$ cat config.mk
export PLATFORM = sky130hd
export DESIGN_NAME = dual_digit_scanner
export DESIGN_NICKNAME = d
export VERILOG_FILES = /design/src/rtl/dds_pkg.sv /design/src/rtl/scan_phase_ctrl.sv /design/src/rtl/scan_timer.sv /design/src/rtl/scan_digit_drv.sv /design/src/rtl/dual_digit_scanner.sv
export SDC_FILE = /design/constraint.sdc
export NUM_CORES = 1
export LEC_CHECK = 0
export BUFFER_PORTS_ARGS = -buffer_cell sky130_fd_sc_hd__buf_4
export CORE_ASPECT_RATIO = 1.4
export CORE_MARGIN = 3
export CORE_UTILIZATION = 55
export DETAILED_ROUTE_END_ITERATION = 8
export GPL_TIMING_DRIVEN = 1
export MAX_ROUTING_LAYER = met4
export PLACE_DENSITY = 0.84
export SETUP_SLACK_MARGIN = 0.4
export SYNTH_ARGS = -nofsm -noshare
export SYNTH_HDL_FRONTEND = slang
export SYNTH_SLANG_ARGS = --single-unit
$ cat constraint.sdc
create_clock -name clk -period 3.4 [get_ports clk]
set_input_delay 0.68 -clock clk [delete_from_list [all_inputs] [get_ports clk]]
set_output_delay 0.68 -clock clk [all_outputs]
set_load 0.1 [all_outputs]
$ cat src/rtl/dds_pkg.sv
package dds_pkg;
  typedef enum logic [2:0] {
    PH_SHOW0 = 3'd0,
    PH_HOLD0 = 3'd1,
    PH_SHOW1 = 3'd2,
    PH_HOLD1 = 3'd3,
    PH_BLANK = 3'd4,
    PH_WAIT  = 3'd5
  } phase_e;
endpackage

$ cat src/rtl/scan_phase_ctrl.sv
module scan_phase_ctrl
  import dds_pkg::*;
(
  input  logic clk,
  input  logic rst_n,
  input  logic tick,
  input  logic expire,
  output logic load_on,
  output logic load_off,
  output logic count_en,
  output logic light0,
  output logic light1,
  output logic blank,
  output logic bad_phase
);
  phase_e phase_q, phase_d;

  // next-state
  always_comb begin
    phase_d   = phase_q;
    bad_phase = 1'b0;
    case (phase_q)
      PH_SHOW0: if (tick)   phase_d = PH_HOLD0;
      PH_HOLD0: if (expire) phase_d = PH_SHOW1;
      PH_SHOW1: if (tick)   phase_d = PH_HOLD1;
      PH_HOLD1: if (expire) phase_d = PH_BLANK;
      PH_BLANK: if (tick)   phase_d = PH_WAIT;
      PH_WAIT:  if (expire) phase_d = PH_SHOW0;
      default: begin
        phase_d   = PH_SHOW0;
        bad_phase = 1'b1;
      end
    endcase
  end

  // action decode, qualified by the pacing strobe
  always_comb begin
    light0   = tick && (phase_q == PH_SHOW0);
    light1   = tick && (phase_q == PH_SHOW1);
    blank    = tick && (phase_q == PH_BLANK);
    load_on  = light0 || light1;
    load_off = blank;
    count_en = tick && ((phase_q == PH_HOLD0) || (phase_q == PH_HOLD1) ||
                        (phase_q == PH_WAIT));
  end

  always_ff @(posedge clk or negedge rst_n) begin
    if (!rst_n) phase_q <= PH_SHOW0;
    else        phase_q <= phase_d;
  end

  // a legal phase only moves on a tick
  p_phase_needs_tick_r2: assert property (@(posedge clk) disable iff (!rst_n)
    (!tick && !bad_phase) |=> $stable(phase_q));

  // holding phases only leave after the counter expires
  p_hold_exit_on_expire_r4: assert property (@(posedge clk) disable iff (!rst_n)
    (phase_q == PH_HOLD0 && !expire) |=> (phase_q == PH_HOLD0));
endmodule

$ cat src/rtl/scan_timer.sv
module scan_timer #(
  parameter int ON_TICKS  = 16,
  parameter int OFF_TICKS = 32,
  parameter int CNT_W     = 6
) (
  input  logic clk,
  input  logic rst_n,
  input  logic clear,
  input  logic load_on,
  input  logic load_off,
  input  logic count_en,
  output logic expire
);
  logic [CNT_W-1:0] cnt_q, cnt_d;

  always_comb begin
    cnt_d = cnt_q;
    if (clear)         cnt_d = '0;
    else if (load_on)  cnt_d = CNT_W'(ON_TICKS);
    else if (load_off) cnt_d = CNT_W'(OFF_TICKS);
    else if (count_en) cnt_d = cnt_q - 1'b1;
  end

  assign expire = count_en && (cnt_q == CNT_W'(1));

  always_ff @(posedge clk or negedge rst_n) begin
    if (!rst_n) cnt_q <= '0;
    else        cnt_q <= cnt_d;
  end

  // the on-time load takes the configured value
  p_load_on_value_r4: assert property (@(posedge clk) disable iff (!rst_n)
    (load_on && !clear) |=> (cnt_q == CNT_W'(ON_TICKS)));

  // the blank load takes the configured value
  p_load_off_value_r6: assert property (@(posedge clk) disable iff (!rst_n)
    (load_off && !clear) |=> (cnt_q == CNT_W'(OFF_TICKS)));

  // a hold never counts below zero
  p_no_underflow_r4: assert property (@(posedge clk) disable iff (!rst_n)
    count_en |-> (cnt_q != '0));
endmodule

$ cat src/rtl/scan_digit_drv.sv
module scan_digit_drv #(
  parameter int SEG_W = 8
) (
  input  logic             clk,
  input  logic             rst_n,
  input  logic             clear,
  input  logic             light0,
  input  logic             light1,
  input  logic             blank,
  input  logic [SEG_W-1:0] val0,
  input  logic [SEG_W-1:0] val1,
  output logic [SEG_W-1:0] seg_bus,
  output logic             dig0_en_n,
  output logic             dig1_en_n
);
  logic [SEG_W-1:0] seg_d;
  logic             en0_d, en1_d;

  always_comb begin
    seg_d = seg_bus;
    en0_d = dig0_en_n;
    en1_d = dig1_en_n;
    if (clear) begin
      en0_d = 1'b1;
      en1_d = 1'b1;
      seg_d = '0;
    end else if (light0) begin
      seg_d = val0;
      en0_d = 1'b0;
    end else if (light1) begin
      seg_d = val1;
      en0_d = 1'b1;
      en1_d = 1'b0;
    end else if (blank) begin
      en1_d = 1'b1;
    end
  end

  always_ff @(posedge clk or negedge rst_n) begin
    if (!rst_n) begin
      seg_bus   <= '0;
      dig0_en_n <= 1'b1;
      dig1_en_n <= 1'b1;
    end else begin
      seg_bus   <= seg_d;
      dig0_en_n <= en0_d;
      dig1_en_n <= en1_d;
    end
  end

  // never two digits lit at once
  p_one_digit_r9: assert property (@(posedge clk) disable iff (!rst_n)
    !(!dig0_en_n && !dig1_en_n));

  // digit 1 takes over directly from digit 0
  p_handover_r5: assert property (@(posedge clk) disable iff (!rst_n)
    $fell(dig1_en_n) |-> ($past(dig0_en_n) == 1'b0 && dig0_en_n));
endmodule

$ cat src/rtl/dual_digit_scanner.sv
module dual_digit_scanner #(
  parameter int SEG_W     = 8,
  parameter int ON_TICKS  = 16,
  parameter int OFF_TICKS = 32
) (
  input  logic             clk,
  input  logic             rst_n,
  input  logic             tick,
  input  logic [SEG_W-1:0] cmd_byte,
  input  logic [SEG_W-1:0] dat_byte,
  output logic [SEG_W-1:0] seg_bus,
  output logic             dig0_en_n,
  output logic             dig1_en_n
);
  localparam int MAX_TICKS = (OFF_TICKS > ON_TICKS) ? OFF_TICKS : ON_TICKS;
  localparam int CNT_W     = $clog2(MAX_TICKS + 1);

  logic load_on, load_off, count_en, expire;
  logic light0, light1, blank, bad_phase;

  scan_phase_ctrl u_ctrl (
    .clk       (clk),
    .rst_n     (rst_n),
    .tick      (tick),
    .expire    (expire),
    .load_on   (load_on),
    .load_off  (load_off),
    .count_en  (count_en),
    .light0    (light0),
    .light1    (light1),
    .blank     (blank),
    .bad_phase (bad_phase)
  );

  scan_timer #(
    .ON_TICKS  (ON_TICKS),
    .OFF_TICKS (OFF_TICKS),
    .CNT_W     (CNT_W)
  ) u_timer (
    .clk      (clk),
    .rst_n    (rst_n),
    .clear    (bad_phase),
    .load_on  (load_on),
    .load_off (load_off),
    .count_en (count_en),
    .expire   (expire)
  );

  scan_digit_drv #(
    .SEG_W (SEG_W)
  ) u_drv (
    .clk       (clk),
    .rst_n     (rst_n),
    .clear     (bad_phase),
    .light0    (light0),
    .light1    (light1),
    .blank     (blank),
    .val0      (cmd_byte),
    .val1      (dat_byte),
    .seg_bus   (seg_bus),
    .dig0_en_n (dig0_en_n),
    .dig1_en_n (dig1_en_n)
  );

  // outputs are frozen between ticks
  p_hold_no_tick_r2: assert property (@(posedge clk) disable iff (!rst_n)
    (!tick && !bad_phase) |=> ($stable(seg_bus) && $stable(dig0_en_n) && $stable(dig1_en_n)));

  // digit 0 lights with the command byte of its lighting tick
  p_seg_from_cmd_r3: assert property (@(posedge clk) disable iff (!rst_n)
    $fell(dig0_en_n) |-> (seg_bus == $past(cmd_byte)));

  // blanking leaves digit 0 dark
  p_blank_both_off_r6: assert property (@(posedge clk) disable iff (!rst_n)
    $rose(dig1_en_n) |-> dig0_en_n);
endmodule

After elaboration in Yosys (flattened, before gate mapping)
Index checks and enable logic that the tools add are counted.
- memories kept: 0
- bits of input ports: 19
- memory bits (read-only): 0
- bits in writable memories: 0
- register bits: 19
- bits in latches: 0
- output and inout port bits: 10
- $lt $le $gt $ge: 0
- reduce and logical (&&, ||, !) cells: 12
- mux-type cells: 21
- div/mod/pow operators: 0
- $add $sub $neg: 1
- bitwise gates (word level): 0
- shift operators: 0
- equal/unequal tests: 16
- $mul: 0
- operators by type and width (operator ; count):
    6-bit two-way mux ; 4
    8-bit two-way mux ; 3
    3-bit two-way mux ; 6
    3-bit one-hot mux with 6 select lines ; 1
    2-bit != test (second input constant) ; 7
    1-bit two-way mux ; 7
    3-bit by 2-bit equality test with 1-bit output (second input constant) ; 2
    3-bit equality test (second input constant) ; 2
    6-bit by 1-bit equality test with 1-bit output (second input constant) ; 1
    3-bit by 1-bit != test with 1-bit output (second input constant) ; 2
    6-bit AND reduction ; 1
    6-bit OR reduction ; 1
    6-bit by 1-bit subtractor with 6-bit output (second input constant) ; 1
    1-bit logical AND ; 5
    4-bit by 1-bit != test with 1-bit output (second input constant) ; 1
    3-bit by 1-bit equality test with 1-bit output (second input constant) ; 1
    3-bit zero test ; 1
    1-bit logical OR ; 3
    2-bit AND reduction ; 1

Longest topological paths before layout
- depth in word-level cells: 8
- mapped depth: 7

Cells and area by module
Synthesis repeated with hierarchy kept, for this count alone.
- cell total of the unflattened synthesis: 94
- area, all modules: 1018.5 µm²
- modules (own cells, without submodules) (module ; cells each ; instances ; area an instance (µm²) ; seq. area each (µm²)):
    scan_digit_drv ; 43 ; 1 ; 484.2 ; 252.7
    scan_timer ; 32 ; 1 ; 336.6 ; 150.1
    scan_phase_ctrl ; 19 ; 1 ; 197.7 ; 75.1

Worst setup path before layout
OpenSTA, ideal clock, no wires.
- path type: input to register
- start point: input tick
- end point: register u_drv.seg_bus[0]
- stages: 6
- data arrival time: 1484 ps
- required time: 3262 ps
- setup time: 138 ps
- setup slack: 1778 ps
- buffers on the path: 2
- cell sequence: buf_4 > nor2b_2 > and2_1 > buf_6 > a22oi_1 > o22ai_1
- word-level cells in the longest chain between the ends: 3
- elaborated cells between the ends (all ways): 5
- classes of those cells: eq/ne (1); mux (2); reduce/logical (2)
- RTL lines (item ; line ; text):
    start, declared ; dual_digit_scanner.sv:8 ; input logic tick,
    1-bit logical AND ; scan_phase_ctrl.sv:38 ; light0 = tick && (phase_q == PH_SHOW0);
    8-bit two-way mux ; scan_digit_drv.sv:27 ; end else if (light0) begin
    8-bit two-way mux ; scan_digit_drv.sv:23 ; if (clear) begin
    end signal, assigned ; scan_digit_drv.sv:45 ; seg_bus <= seg_d;
    end, declared ; scan_digit_drv.sv:12 ; output logic [SEG_W-1:0] seg_bus,
Several ways; a longest one is shown, not always the timed one.
A chain may end at the register's enable or synchronous reset.

Worst setup path after layout
- start point: register u_drv.dig0_en_n
- end point: output dig0_en_n
- RTL lines (item ; line ; text):
    start, declared ; scan_digit_drv.sv:13 ; output logic dig0_en_n,
    start signal, assigned ; scan_digit_drv.sv:46 ; dig0_en_n <= en0_d;
    end, declared ; dual_digit_scanner.sv:12 ; output logic dig0_en_n,
No word-level cell between the ends.

==> metrics.json <==
{
  "crit_path_max_incr_delay_ns": 0.56,
  "synth_cell_types": 30,
  "end_kind": "output pin",
  "post_synthesis_sequential_area_ratio_pct": 44.7,
  "timing.critical_path.buf_inv": 1,
  "final_ant_viol_nets": 0,
  "slew_headroom_pct": 36.4,
  "synthesis.yosys.warnings": 0,
  "max_slew.worst_pin.slew_ns": 0.955,
  "place_hpwl_um": 1600,
  "filler_cell_count": 152,
  "max_freq_ghz": 0.548,
  "grt-ovfl-total": 0,
  "crit_path_launch_type": "register",
  "p_leak_nw": 0.564,
  "async_flop_share_pct": 100,
  "clock_transition_at_path_regs_ns": 0.10,
  "power_switching_w": 0.000540,
  "dp_worst_setup_slack_ns": 1.54,
  "grt_max_degree": 33,
  "routedWlPerCell_um": 14.4,
  "first_global_vias": 906,
  "cts_tree": "done",
  "layout-drive-gt1-share_pct": 28.5,
  "critical_path_required_ns": 2.72,
  "post_route_minimum_period_ns": 1.82,
  "finalWeightedCongestion": 0.812,
  "detail_route.iter0.violations": 24,
  "syn-cell-area_um2": 1070,
  "num_antenna_cells": 0,
  "ys_ff_latch": 19,
  "cpLargestDelayFamily": "flip-flops",
  "core.rowCount": 18,
  "vias": 947,
  "vias_per_cell": 6.03,
  "initial_utilization_pct": 59.3,
  "cts_buffers": 3,
  "drt-pass1-iter-count": 4,
  "number_of_synthesized_flops_with_an_enable_pin": 0,
  "postLayoutSetupSlackWorst_ns": 1.58,
  "antenna_found_initial": 0,
  "power_frac_comb_pct": 48.9,
  "wire_length_of_the_first_global_routing_pass_um": 3740,
  "arrival_ns": 1.14,
  "pwr_density_cell_nw_per_um2": 846,
  "ioPinCount": 29,
  "clk_root_buffer_cell": "sky130_fd_sc_hd__clkbuf_4",
  "groute.usage.overall_pct": 19.6,
  "crit_slowest_cell": "sky130_fd_sc_hd__dfstp_2",
  "power.sequential.fraction_pct": 40.7,
  "r2r.worst_path.cells": 4,
  "cts-resized-gates": 0,
  "clk_path_buf_depth": 2,
  "status": "finished clean",
  "final-setup-viol-count": 0,
  "max_cap_viol_count": 0,
  "ff2ff_setup_slack_ns": 1.76,
  "critical_path.startpoint": "u_drv.dig0_en_n",
  "use_met3_pct": 2.48,
  "finalCritPeriodShare_pct": 53.6,
  "layout-area-overhead-vs-synth_pct": 18.1,
  "min_path_type": "input port to asynchronous set/reset pin",
  "port-buffer-count": 28,
  "crit_reg_reg_startpoint": "u_ctrl.phase_q[0]",
  "power.clock.fraction_pct": 10.5,
  "cts.sinks": 19,
  "synth_ff_type": "sky130_fd_sc_hd__dfrtp_1",
  "path_cells": "buf_4",
  "groute.layer.met1.usage_pct": 22.6,
  "rsz_0062_raised_after_global_routing": "no",
  "die_height_um": 58.2,
  "max-vdd-ir-drop_v": 0.000605,
  "netlist_instances": 115,
  "timing.setup.tns_ns": 0,
  "cellInternalPower_w": 0.000527,
  "post_cts_hold_buffers": 0,
  "synth.avg_cell_area_um2": 9.29,
  "final_max_tran_viols": 0,
  "layout.nets": 159,
  "die_x_um": 43.3,
  "routed_wirelength_um": 2250,
  "worst-setup-path-type": "register to output pin",
  "skew_ns": 0.00398,
  "mappedNetlistNets": 136,
  "dieArea_um2": 2510,
  "timing.final.hold_violations": 0,
  "use_met2_pct": 33.6,
  "worstSkewPairLatency_ns": 0.29,
  "cp_max_fanout": 3,
  "cts-htree-levels": 1,
  "worstReg2RegEnd": "u_drv.seg_bus[5]",
  "route.detailed.drc": 0,
  "finalCoreUtilization_pct": 70.1,
  "sw_frac_of_total_pct": 50.6,
  "post_cts_buffers": 0,
  "core_area_um2": 1800,
  "grt.busiest_layer": "met2"
}
==> cell usage in the layout, fill, tap and decap left out <==
cell	instances
sky130_fd_sc_hd__a211oi_2	1
sky130_fd_sc_hd__o21ai_0	4
sky130_fd_sc_hd__a22oi_1	9
sky130_fd_sc_hd__nand4_1	1
sky130_fd_sc_hd__dfrtp_1	17
sky130_fd_sc_hd__nor3b_1	8
sky130_fd_sc_hd__nor2b_2	1
sky130_fd_sc_hd__dfstp_2	2
sky130_fd_sc_hd__o21ai_1	1
sky130_fd_sc_hd__a211oi_1	2
sky130_fd_sc_hd__nand2b_1	2
sky130_fd_sc_hd__inv_2	1
sky130_fd_sc_hd__buf_4	28
sky130_fd_sc_hd__nor3_1	3
sky130_fd_sc_hd__ha_1	2
sky130_fd_sc_hd__clkbuf_4	3
sky130_fd_sc_hd__and2_1	2
sky130_fd_sc_hd__a21oi_1	14
sky130_fd_sc_hd__nand2_1	4
sky130_fd_sc_hd__mux2i_1	1
sky130_fd_sc_hd__nor3b_2	1
sky130_fd_sc_hd__clkbuf_1	1
sky130_fd_sc_hd__o22ai_1	9
sky130_fd_sc_hd__inv_1	3
sky130_fd_sc_hd__a21o_1	1
sky130_fd_sc_hd__nand2_2	1
sky130_fd_sc_hd__and4bb_2	1
sky130_fd_sc_hd__nor2_1	13
sky130_fd_sc_hd__xnor2_1	1
==> power by group through the flow <==
stage | Combinational, W | Clock (W) | Sequential [W]
after floorplan | 0.000290 | 0 | 0.000560
after global placement | 0.000505 | 0 | 0.000431
after detailed placement | 0.000521 | 0 | 0.000436
after CTS | 0.000524 | 0.000118 | 0.000431
after global routing | 0.000568 | 0.000123 | 0.000450
final | 0.000522 | 0.000112 | 0.000434
==> cells by family (layout without fill, tap and decap cells) <==
kind of cell | Yosys count | after routing | synth area share, %
mux | 1 | 1 | 0.937
buf+inv | 14 | 36 | 7.73
flops | 19 | 19 | 44.7
fa+ha+maj | 2 | 2 | 2.34
simple gates | 37 | 37 | 19.7
xor+xnor | 1 | 1 | 0.820
compound gates | 41 | 41 | 23.8
==> area by class of cell <==
cell class	instances	area, µm²	area share (%)
Sequential cell	19	478	37.9
Multi-Input combinational cell	82	508	40.2
Clock buffer	4	26.3	2.08
Timing Repair Buffer	28	210	16.7
Tap cell	20	25.0	1.98
Inverter	4	15.0	1.19
==> stage by stage <==
stage | total power (W) | cells | hold WS (ns) | instance area, µm²
4_1_cts | 0.00107 | 157 | 0.234 | 1260
3_5_place_dp | 0.000957 | 153 | 0.507 | 1240
2_1_floorplan | 0.000850 | 115 | 0.384 | 1070
5_1_grt | 0.00114 | 157 | 0.239 | 1260
3_3_place_gp | 0.000936 | 153 | 0.491 | 1240
6_report | 0.00107 | 157 | 0.238 | 1260
==> synthesized netlist by cell type (all sizes together) (2+ instances only) <==
| library cell | n | area share (%) |
|---|---|---|
| buf | 7 | 5.3 |
| a22oi | 9 | 6.3 |
| clkbuf | 3 | 1.1 |
| nand2b | 2 | 1.2 |
| nand2 | 5 | 2.0 |
| o22ai | 9 | 5.3 |
| nor3 | 3 | 1.4 |
| and2 | 2 | 1.2 |
| a21oi | 14 | 6.6 |
| nor2 | 13 | 4.6 |
| inv | 4 | 1.4 |
| dfstp | 2 | 4.9 |
| a211oi | 3 | 2.6 |
| nor3b | 9 | 6.8 |
| o21ai | 5 | 2.3 |
| dfrtp | 17 | 40 |
| ha | 2 | 2.3 |
==> state kept, by name, indices dropped and copies added (netlist names) <==
register,cells
u_timer.cnt_q,6
u_drv.dig0_en_n,1
u_ctrl.phase_q,3
u_drv.dig1_en_n,1
u_drv.seg_bus,8
==> routing by layer <==
layer  routed length (µm)  part of all wire [%]  vias up
li1                     -                     -      461
met2                 1160                    51       29
met1                  938                    42      453
met3                  124                   5.5        4
met5                    0                     0        -
met4                   31                   1.4        0
==> worst max path at each step <==
stage,endpoint,slack [ns],cells after the start
2_1_floorplan,u_drv.seg_bus[0],1.78,6
3_3_place_gp,u_drv.seg_bus[4],1.60,5
3_5_place_dp,u_drv.seg_bus[5],1.54,5
4_1_cts,dig0_en_n,1.56,1
5_1_grt,dig0_en_n,1.54,1
6_report,dig0_en_n,1.58,1
No activity file was read; power rests on OpenSTA's default activity.
